## src/rtl/lpb_pkg.sv

```systemverilog
package lpb_pkg;

    typedef enum logic [1:0] {
        ST_HP    = 2'd0,
        ST_BURST = 2'd1,
        ST_HOLD  = 2'd2
    } lpb_state_e;

    // Decision flags from the power comparator
    typedef struct packed {
        logic enter;  // power below entry threshold
        logic leave;  // power above threshold plus margin
    } lpb_req_t;

    // Events of the scheduler towards the window register
    typedef struct packed {
        logic lp_load;  // entering a burst (from high power or from hold)
        logic lp_clr;   // returning to high power
    } lpb_evt_t;

    localparam int LPB_BURST_HALVES = 3;

endpackage

```

## src/rtl/lpb_pwr_cmp.sv

```systemverilog
module lpb_pwr_cmp
    import lpb_pkg::*;
#(
    parameter int PWR_W = 8
) (
    input  logic [PWR_W-1:0] pwr_code,
    input  logic [PWR_W-1:0] pwr_thr,
    input  logic [PWR_W-1:0] pwr_hyst,
    output lpb_req_t         req
);
    logic [PWR_W:0]   exit_sum;
    logic [PWR_W-1:0] exit_lvl;

    always_comb begin
        exit_sum = {1'b0, pwr_thr} + {1'b0, pwr_hyst};
        // Saturate: an overflowing margin pins the exit level at full scale
        exit_lvl = exit_sum[PWR_W] ? {PWR_W{1'b1}} : exit_sum[PWR_W-1:0];
        req.enter = (pwr_code < pwr_thr);
        req.leave = (pwr_code > exit_lvl);
    end

endmodule

```

## src/rtl/lpb_hold_timer.sv

```systemverilog
module lpb_hold_timer #(
    parameter int CNT_W = 8
) (
    input  logic             clk,
    input  logic             rst,
    input  logic             load,
    input  logic [CNT_W-1:0] load_val,
    input  logic             tick,
    output logic             expired
);
    logic [CNT_W-1:0] cnt_q;

    always_ff @(posedge clk) begin
        if (rst) begin
            cnt_q <= '0;
        end else if (load) begin
            cnt_q <= load_val;
        end else if (tick && cnt_q != '0) begin
            cnt_q <= cnt_q - 1'b1;
        end
    end

    // The current hold cycle is the last one owed
    assign expired = (cnt_q <= CNT_W'(1));

    assert_load_nonzero_R4: assert property (@(posedge clk) disable iff (rst)
        load |-> (load_val != '0));

endmodule

```

## src/rtl/lpb_burst_fsm.sv

```systemverilog
module lpb_burst_fsm
    import lpb_pkg::*;
#(
    parameter int CNT_W = 8
) (
    input  logic       clk,
    input  logic       rst,
    input  lpb_req_t   req,
    input  logic       half_done,
    input  logic       half_hs,
    input  logic       cap_trk_ok,
    output lpb_state_e state,
    output lpb_evt_t   evt
);
    localparam int HC_W = $clog2(LPB_BURST_HALVES + 1);
    localparam logic [HC_W-1:0] LAST_HALF = HC_W'(LPB_BURST_HALVES - 1);

    lpb_state_e       state_q, state_d;
    logic [HC_W-1:0]  half_cnt_q;
    logic [CNT_W-1:0] act_cnt_q;
    logic [CNT_W:0]   act_total;
    logic [CNT_W-1:0] hold_len;
    logic             burst_end;
    logic             hold_exp;
    logic             resume_ok;

    assign burst_end = (state_q == ST_BURST) && half_done && (half_cnt_q == LAST_HALF);
    assign act_total = {1'b0, act_cnt_q} + 1'b1;
    assign hold_len  = act_total[CNT_W:1];
    assign resume_ok = (state_q == ST_HOLD) && hold_exp && cap_trk_ok;

    always_comb begin
        state_d = state_q;
        unique case (state_q)
            ST_HP:    if (half_done && half_hs && req.enter) state_d = ST_BURST;
            ST_BURST: if (burst_end)                         state_d = ST_HOLD;
            ST_HOLD:  if (resume_ok) state_d = req.leave ? ST_HP : ST_BURST;
            default:  state_d = ST_HP;
        endcase
    end

    always_ff @(posedge clk) begin
        if (rst) begin
            state_q    <= ST_HP;
            half_cnt_q <= '0;
            act_cnt_q  <= '0;
        end else begin
            state_q <= state_d;
            if (state_d == ST_BURST && state_q != ST_BURST) begin
                half_cnt_q <= '0;
                act_cnt_q  <= '0;
            end else if (state_q == ST_BURST) begin
                if (act_cnt_q != {CNT_W{1'b1}}) act_cnt_q <= act_cnt_q + 1'b1;
                if (half_done) half_cnt_q <= half_cnt_q + 1'b1;
            end
        end
    end

    lpb_hold_timer #(.CNT_W(CNT_W)) u_hold (
        .clk      (clk),
        .rst      (rst),
        .load     (burst_end),
        .load_val (hold_len),
        .tick     (state_q == ST_HOLD),
        .expired  (hold_exp)
    );

    always_comb begin
        evt.lp_load = (state_d == ST_BURST) && (state_q != ST_BURST);
        evt.lp_clr  = (state_d == ST_HP) && (state_q != ST_HP);
    end

    assign state = state_q;

    assert_entry_cond_R2: assert property (@(posedge clk) disable iff (rst)
        (state_q == ST_HP && !(half_done && half_hs && req.enter)) |=> state_q == ST_HP);

    assert_burst_order_R3: assert property (@(posedge clk) disable iff (rst)
        (state_q == ST_BURST && half_done) |-> (half_hs == (half_cnt_q == HC_W'(1))));

    assert_burst_whole_R3: assert property (@(posedge clk) disable iff (rst)
        (state_q == ST_BURST && !burst_end) |=> state_q == ST_BURST);

    assert_hold_min_R4: assert property (@(posedge clk) disable iff (rst)
        (state_q == ST_HOLD && !hold_exp) |=> state_q == ST_HOLD);

    assert_cap_wait_R5: assert property (@(posedge clk) disable iff (rst)
        (state_q == ST_HOLD && !cap_trk_ok) |=> state_q == ST_HOLD);

    assert_stay_lp_R7: assert property (@(posedge clk) disable iff (rst)
        (state_q == ST_HOLD && !req.leave) |=> state_q != ST_HP);

endmodule

```

## src/rtl/lpb_win_sel.sv

```systemverilog
module lpb_win_sel
    import lpb_pkg::*;
#(
    parameter int PWR_W     = 8,
    parameter int LVL_SHIFT = 5,
    parameter int NLVL      = 4,
    parameter int WIN_W     = 3
) (
    input  logic             clk,
    input  logic             rst,
    input  lpb_evt_t         evt,
    input  logic             lp_active,
    input  logic [PWR_W-1:0] pwr_code,
    output logic [WIN_W-1:0] win_sel
);
    localparam logic [PWR_W-1:0] LVL_TOP = PWR_W'(NLVL - 1);

    function automatic logic [WIN_W-1:0] level_of(input logic [PWR_W-1:0] p);
        logic [PWR_W-1:0] s;
        s = p >> LVL_SHIFT;
        if (s > LVL_TOP) return WIN_W'(NLVL);
        return WIN_W'(s) + 1'b1;
    endfunction

    logic [WIN_W-1:0] win_q;

    always_ff @(posedge clk) begin
        if (rst) begin
            win_q <= '0;
        end else if (evt.lp_clr) begin
            win_q <= '0;
        end else if (evt.lp_load) begin
            win_q <= level_of(pwr_code);
        end
    end

    assign win_sel = win_q;

    assert_win_wide_R6: assert property (@(posedge clk) disable iff (rst)
        lp_active |-> win_q != '0);

    assert_win_stable_R6: assert property (@(posedge clk) disable iff (rst)
        (lp_active && !evt.lp_load && !evt.lp_clr) |=> $stable(win_q));

endmodule

```

## src/rtl/lpb_burst_sched.sv

```systemverilog
module lpb_burst_sched
    import lpb_pkg::*;
#(
    parameter int PWR_W     = 8,
    parameter int CNT_W     = 8,
    parameter int LVL_SHIFT = 5,
    parameter int NLVL      = 4,
    localparam int WIN_W    = $clog2(NLVL + 1)
) (
    input  logic             clk,
    input  logic             rst,
    input  logic [PWR_W-1:0] pwr_code,
    input  logic [PWR_W-1:0] pwr_thr,
    input  logic [PWR_W-1:0] pwr_hyst,
    input  logic             half_done,
    input  logic             half_hs,
    input  logic             cap_trk_ok,
    output logic             run_en,
    output logic             lp_mode,
    output logic [WIN_W-1:0] win_sel
);
    lpb_req_t   req;
    lpb_evt_t   evt;
    lpb_state_e state;

    lpb_pwr_cmp #(.PWR_W(PWR_W)) u_cmp (
        .pwr_code (pwr_code),
        .pwr_thr  (pwr_thr),
        .pwr_hyst (pwr_hyst),
        .req      (req)
    );

    lpb_burst_fsm #(.CNT_W(CNT_W)) u_fsm (
        .clk        (clk),
        .rst        (rst),
        .req        (req),
        .half_done  (half_done),
        .half_hs    (half_hs),
        .cap_trk_ok (cap_trk_ok),
        .state      (state),
        .evt        (evt)
    );

    lpb_win_sel #(
        .PWR_W     (PWR_W),
        .LVL_SHIFT (LVL_SHIFT),
        .NLVL      (NLVL),
        .WIN_W     (WIN_W)
    ) u_win (
        .clk       (clk),
        .rst       (rst),
        .evt       (evt),
        .lp_active (state != ST_HP),
        .pwr_code  (pwr_code),
        .win_sel   (win_sel)
    );

    assign run_en  = (state != ST_HOLD);
    assign lp_mode = (state != ST_HP);

    assert_hp_outputs_R1: assert property (@(posedge clk) disable iff (rst)
        !lp_mode |-> (run_en && win_sel == '0));

    assert_no_mid_exit_R8: assert property (@(posedge clk) disable iff (rst)
        (lp_mode && run_en) |=> lp_mode);

endmodule

```

## config.mk

```make
export PLATFORM = sky130hd
export DESIGN_NAME = lpb_burst_sched
export DESIGN_NICKNAME = d
export VERILOG_FILES = /design/src/rtl/lpb_pkg.sv /design/src/rtl/lpb_pwr_cmp.sv /design/src/rtl/lpb_hold_timer.sv /design/src/rtl/lpb_burst_fsm.sv /design/src/rtl/lpb_win_sel.sv /design/src/rtl/lpb_burst_sched.sv
export SDC_FILE = /design/constraint.sdc
export NUM_CORES = 1
export LEC_CHECK = 0
export CAP_MARGIN = 20
export CORE_MARGIN = 2
export CORE_UTILIZATION = 50
export DETAILED_ROUTE_END_ITERATION = 12
export PLACE_DENSITY = 0.76
export SKIP_CTS_REPAIR_TIMING = 1
export SLEW_MARGIN = 10
export SYNTH_ARGS = -nofsm -noshare
export SYNTH_HDL_FRONTEND = slang
export SYNTH_SLANG_ARGS = --single-unit
```

## constraint.sdc

```tcl
create_clock -name clk -period 6.8 [get_ports clk]
set_input_delay 1.36 -clock clk [delete_from_list [all_inputs] [get_ports clk]]
set_output_delay 1.36 -clock clk [all_outputs]
set_load 0.005 [all_outputs]
```

# After elaboration in Yosys (flattened, before gate mapping)
# Cells that the tools add are included.
[totals]
memories = 0
output_inout_bits = 5
regBits = 23
ram_bits = 0
rom_bits = 0
latchBits = 0
elab_cells = 54
inputBits = 29
[op_classes]
mux = 14
addsub = 6
order_cmp = 4
div = 0
bitwise = 0
shift = 0
reduce_logical = 18
mul = 0
n_eq_ne = 7
[ops]
columns = ["op", "count"]
rows = [
  ["$mux W8", 3],
  ["$add A8 B1 Y9 const B", 1],
  ["$add A8 B8 Y9", 1],
  ["$logic_and A1 B1 Y1", 9],
  ["$add A8 B1 Y8 const B", 1],
  ["$gt A8 B8 Y1", 1],
  ["$le A8 B1 Y1 const B", 1],
  ["$lt A8 B8 Y1", 1],
  ["$ne A8 B8 Y1 const B", 1],
  ["$reduce_bool A8 Y1", 1],
  ["$sub A8 B1 Y8 const B", 1],
  ["$mux W2", 3],
  ["$mux W3", 2],
  ["$pmux W2 S3", 1],
  ["$mux W1", 5],
  ["$eq A2 B1 Y1 const B", 2],
  ["$eq A2 B2 Y1 const B", 2],
  ["$logic_not A2 Y1", 2],
  ["$reduce_and A2 Y1", 2],
  ["$reduce_bool A2 Y1", 2],
  ["$reduce_or A2 Y1", 2],
  ["$add A3 B1 Y3 const B", 1],
  ["$gt A3 B2 Y1 const B", 1],
  ["$add A2 B1 Y2 const B", 1],
  ["2 further kinds", 2],
]

# Longest topological paths before layout
[depth]
depth_word = 12
mapped_depth = 16
depth_no_buf = 15

# Hierarchy
# From an unflattened synthesis, not the netlist that was laid out.
[unflattened]
cells_unflattened = 259
hier_area_um2 = 2175.8
[by_module_without_submodules]
columns = ["module", "instances", "cells_each", "area_each_um2", "seq_area_each_um2"]
rows = [
  ["lpb_pwr_cmp", 1, 91, 737.0, 0.0],
  ["lpb_burst_fsm", 1, 80, 706.9, 240.2],
  ["lpb_hold_timer", 1, 68, 558.0, 160.2],
  ["lpb_win_sel", 1, 18, 161.4, 60.1],
  ["lpb_burst_sched", 1, 2, 12.5, 0.0],
]

# Worst setup path after synthesis
# Ideal clock, no wire load.
[synth_path]
path_kind = "in2reg"
from = "in pwr_thr[0]"
to = "reg u_fsm.half_cnt_q[1]"
arrival_ns = 4.304
path_slack_ns = 2.408
cell_stages = 16
setup_ns = 0.088
t_required_ns = 6.712
path_buffers = 1
path_cell_list = "ha_1 fa_1 a21o_1 a21oi_1 o21ai_0 o211ai_1 a21oi_1 or2_2 ha_1 nor2b_1 o211ai_1 a211oi_2 o31ai_4 or2_1 buf_6 a311oi_2"
[synth_via]
elab_chain_cells = 9
elab_cells_between_ends = 12
cone_classes = "1 x add/sub; 2 x order compare; 1 x eq/ne; 5 x mux; 3 x reduce/logical"
[synth_rtl]
columns = ["item", "line", "rtl"]
rows = [
  ["start, declared", "lpb_burst_sched.sv:13", "input logic [PWR_W-1:0] pwr_thr,"],
  ["$add A8 B8 Y9", "lpb_pwr_cmp.sv:15", "exit_sum = {1'b0, pwr_thr} + {1'b0, pwr_hyst};"],
  ["$mux W8", "lpb_pwr_cmp.sv:17", "exit_lvl = exit_sum[PWR_W] ? {PWR_W{1'b1}} : exit_sum[PWR_W-1:0];"],
  ["$gt A8 B8 Y1", "lpb_pwr_cmp.sv:19", "req.leave = (pwr_code > exit_lvl);"],
  ["$mux W1", "lpb_burst_fsm.sv:37", "ST_HOLD: if (resume_ok) state_d = req.leave ? ST_HP : ST_BURST;"],
  ["$mux W2", "lpb_burst_fsm.sv:37", ""],
  ["$pmux W2 S3 *", "lpb_burst_fsm.sv:34", "unique case (state_q)"],
  ["$eq A2 B1 Y1 *", "lpb_burst_fsm.sv:49", "if (state_d == ST_BURST && state_q != ST_BURST) begin"],
  ["$logic_and A1 B1 Y1 *", "lpb_burst_fsm.sv:49", ""],
  ["$reduce_or A2 Y1 (no source line) *", "-", ""],
  ["end signal, assigned", "lpb_burst_fsm.sv:54", "if (half_done) half_cnt_q <= half_cnt_q + 1'b1;"],
  ["end, declared", "lpb_burst_fsm.sv:19", "logic [HC_W-1:0] half_cnt_q;"],
]
# Mark *: on every way between the ends. The rest lies on a longest branch, timed or not.
# A chain may end at the register's enable or synchronous reset.

# Final worst setup path
# Ends and elaborated chain as after synthesis.

==> qor.yml <==
synth-edff-count: 0
worst_pin_slew_ns: 0.8190
synth_ff_type: "dfxtp_1"
worstPathRequired_ns: 6.94
clockRootBuffer: "clkbuf_8"
cts_made_buffers: 3
drive_above_1_share_pct: 6.593
hpwlAfterDp_um: 3488
gp_congestion: 0.8566
htreeDepth: 1
die_h_um: 67.28
worstHoldPathType: "reg2reg"
grt_pass1_vias: 1674
grt_pass1_wl_um: 7217
grt_max_degree: 14
finalHoldViolCount: 0
crit_path_start_kind: "input port"
postRouteAntennaNets: 0
ys_ff_latch: 23
regArea_um2: 460.4
synthDistinctLibCells: 49
cp_num_buf_inv: 1
cap_violations: 0
rows: 22
wire_per_inst_um: 13.07
drt_pass1_iterations: 7
num_vias: 1773
final-max-slew-violation-count: 0
cp_cell_sequence: "clkdlybuf4s50_1 > ha_1 > fa_1 > a21o_1 > a21oi_1 > o21ai_0 > o211ai_1 > a21oi_1 > or2_2 > ha_1 > nand4_1 > nor2_1 > a21oi_1 > o31ai_4 > or2_1 > a311oi_2"
period_share_pct: 72.50
cp_max_fo: 10
cts.sinks: 23
power_uw: 331.2
vdd_drop_max_uv: 90.42
syn_inst: 239
vias_per_cell: 5.523
start_util_pct: 53.48
yosysSeqAreaShare_pct: 23.00
layout_setup_ws_ns: 1.870
clk_latency_ns: 0.26
p_leak_nw: 0.9893
boundaryPins: 34
synth_area_um2: 2002
relSlewSlack_pct: 45.40
multi_input_area_um2: 1465
routed_wirelength_um: 4194
syn-num-nets: 298
clockBufferDepth: 2
crit_family: "compound AO/OA/AOI/OAI gates"
timing.final.crit_period_ns: 4.930
setup_viol: 0
antenna_found_initial: 0
portBuffers: 33
route.met3.wl_um: 186
cts_tree: "done"
path_class: "in2reg"
worst_setup_path_end_kind: "flip-flop"
slowest_delay_ns: 0.42
rsz0062_at_grt: "false"
maxUsedRoutingLayer: "met4"
setup_tns_ns: 0
layout_common_cells: "nor2_1, clkdlybuf4s50_1, ha_1"
fin_util_pct: 64.61
area_growth_pct: 20.81
ys_warn_count: 0
drt_iter0_drc: 93
status: "finished, final reports clean"
grt_use_total_pct: 20.48
dp_slack_ns: 1.593
wl_met1_um: 2066
drc: 0
grt_overflow: 0
finClkSkew_ns: 0.001617
synth-async-reset-ratio_pct: 0
nets: 333
nFillCells: 355
rrSetupSlack_ns: 4.50
dr_wl_met2_um: 1914
die_w_um: 67.28
avgSynthCellArea_um2: 8.376
die_area_um2: 4526
cpMaxStageDelayCell: "clkdlybuf4s50_1"
cellPowerDensity_nw_per_um2: 136.9
crit_path_frequent_cell: "a21oi_1"
holdWs_ns: 0.5376
max_freq_mhz: 202.8
core_area_um2: 3744
path_clk_slew_ns: 0.08
final_common_cell: "nor2_1"
antennaDiodeCount: 0
crit_arrival_ns: 5.07
==> registers in the layout, indices dropped and copies added (netlist names) <==
name	count
u_fsm.half_cnt_q	2
u_win.win_sel	3
u_fsm.u_hold.cnt_q	8
u_fsm.state	2
u_fsm.act_cnt_q	8
==> path summary, 6_finish.rpt <==
check / startpoint / endpoint / cells past startpoint
hold / removal: u_win.win_sel[1]$_SDFFE_PP0P_ / u_win.win_sel[1]$_SDFFE_PP0P_ / 2
setup reg to reg: u_fsm.u_hold.cnt_q[0]$_SDFFE_PP0P_ / u_fsm.u_hold.cnt_q[3]$_SDFFE_PP0P_ / 8
hold reg to reg: u_win.win_sel[1]$_SDFFE_PP0P_ / u_win.win_sel[1]$_SDFFE_PP0P_ / 2
setup / recovery: pwr_thr[0] / u_fsm.half_cnt_q[1]$_SDFFE_PP0P_ / 16
==> routing by layer <==
layer / track usage [%] / up-vias
met2: 34.03 / 43
met4: 3.827 / 0
li1: - / 937
met1: 28.00 / 791
met5: 0 / -
met3: 3.500 / 2
==> cell usage after synthesis, types with 2 or more instances <==
| master | count | area share, % |
|---|---|---|
| dfxtp_1 | 23 | 23 |
| o21a_1 | 3 | 1.1 |
| or2_2 | 2 | 0.62 |
| nor2_1 | 34 | 6.4 |
| mux2i_1 | 4 | 2.0 |
| a211oi_2 | 2 | 1.2 |
| nor2b_1 | 6 | 1.9 |
| o31a_1 | 2 | 0.88 |
| o21ai_0 | 6 | 1.5 |
| o211ai_1 | 2 | 0.75 |
| ha_1 | 29 | 18 |
| inv_1 | 15 | 2.8 |
| xnor2_1 | 11 | 4.8 |
| o31ai_4 | 2 | 2.1 |
| nor3_1 | 8 | 2.0 |
| nand2_1 | 9 | 1.7 |
| a211oi_1 | 3 | 1.1 |
| and3_1 | 3 | 0.94 |
| nand2b_1 | 2 | 0.62 |
| nand3_1 | 7 | 1.7 |
| nand4_1 | 3 | 0.94 |
| a222oi_1 | 2 | 1.0 |
| xor2_1 | 9 | 3.9 |
| o22ai_1 | 2 | 0.62 |
| o21bai_1 | 3 | 1.1 |
| a21o_1 | 3 | 1.1 |
| a21oi_1 | 22 | 5.5 |
==> cells by family (layout without fill, tap and decap cells) <==
logic type | after synthesis | after routing | share of synthesized area [%]
AOI/OAI and AO/OA | 61 | 61 | 22.87
adders and majority gates | 30 | 30 | 19.13
buffers and inverters | 18 | 52 | 3.812
and+or+nand+nor | 83 | 83 | 20.44
DFF | 23 | 23 | 23.00
xor gates and xnor gates | 20 | 20 | 8.750
muxes | 4 | 4 | 2.000
==> report_power, final <==
group	switching (mW)	total [mW]	internal, mW
Clock	0.0443	0.0852	0.0409
Sequential	0.00245	0.140	0.137
Combinational	0.0523	0.106	0.0538
==> stage by stage <==
step	std cells	instance area, um2
6_report	321	2419
3_5_place_dp	317	2372
3_3_place_gp	317	2372
2_1_floorplan	239	2002
4_1_cts	321	2419
5_1_grt	321	2419
==> cell type report <==
type,instances,share of cell area [%]
Multi-Input combinational cell,198,60.58
Clock inverter,1,0.2069
Inverter,15,2.328
Tap cell,48,2.483
Clock buffer,3,1.707
Sequential cell,23,19.04
Timing Repair Buffer,33,13.66
==> worst reg2reg max path, delay by kind of cell, from the launching register on <==
kind            cells  cell delay, ns
compound gates      3            1.07
buf+inv             1            0.07
simple gates        3            0.37
fa+ha+maj           1            0.24
flops               1            0.42
Power figures use the tool's default switching activity.
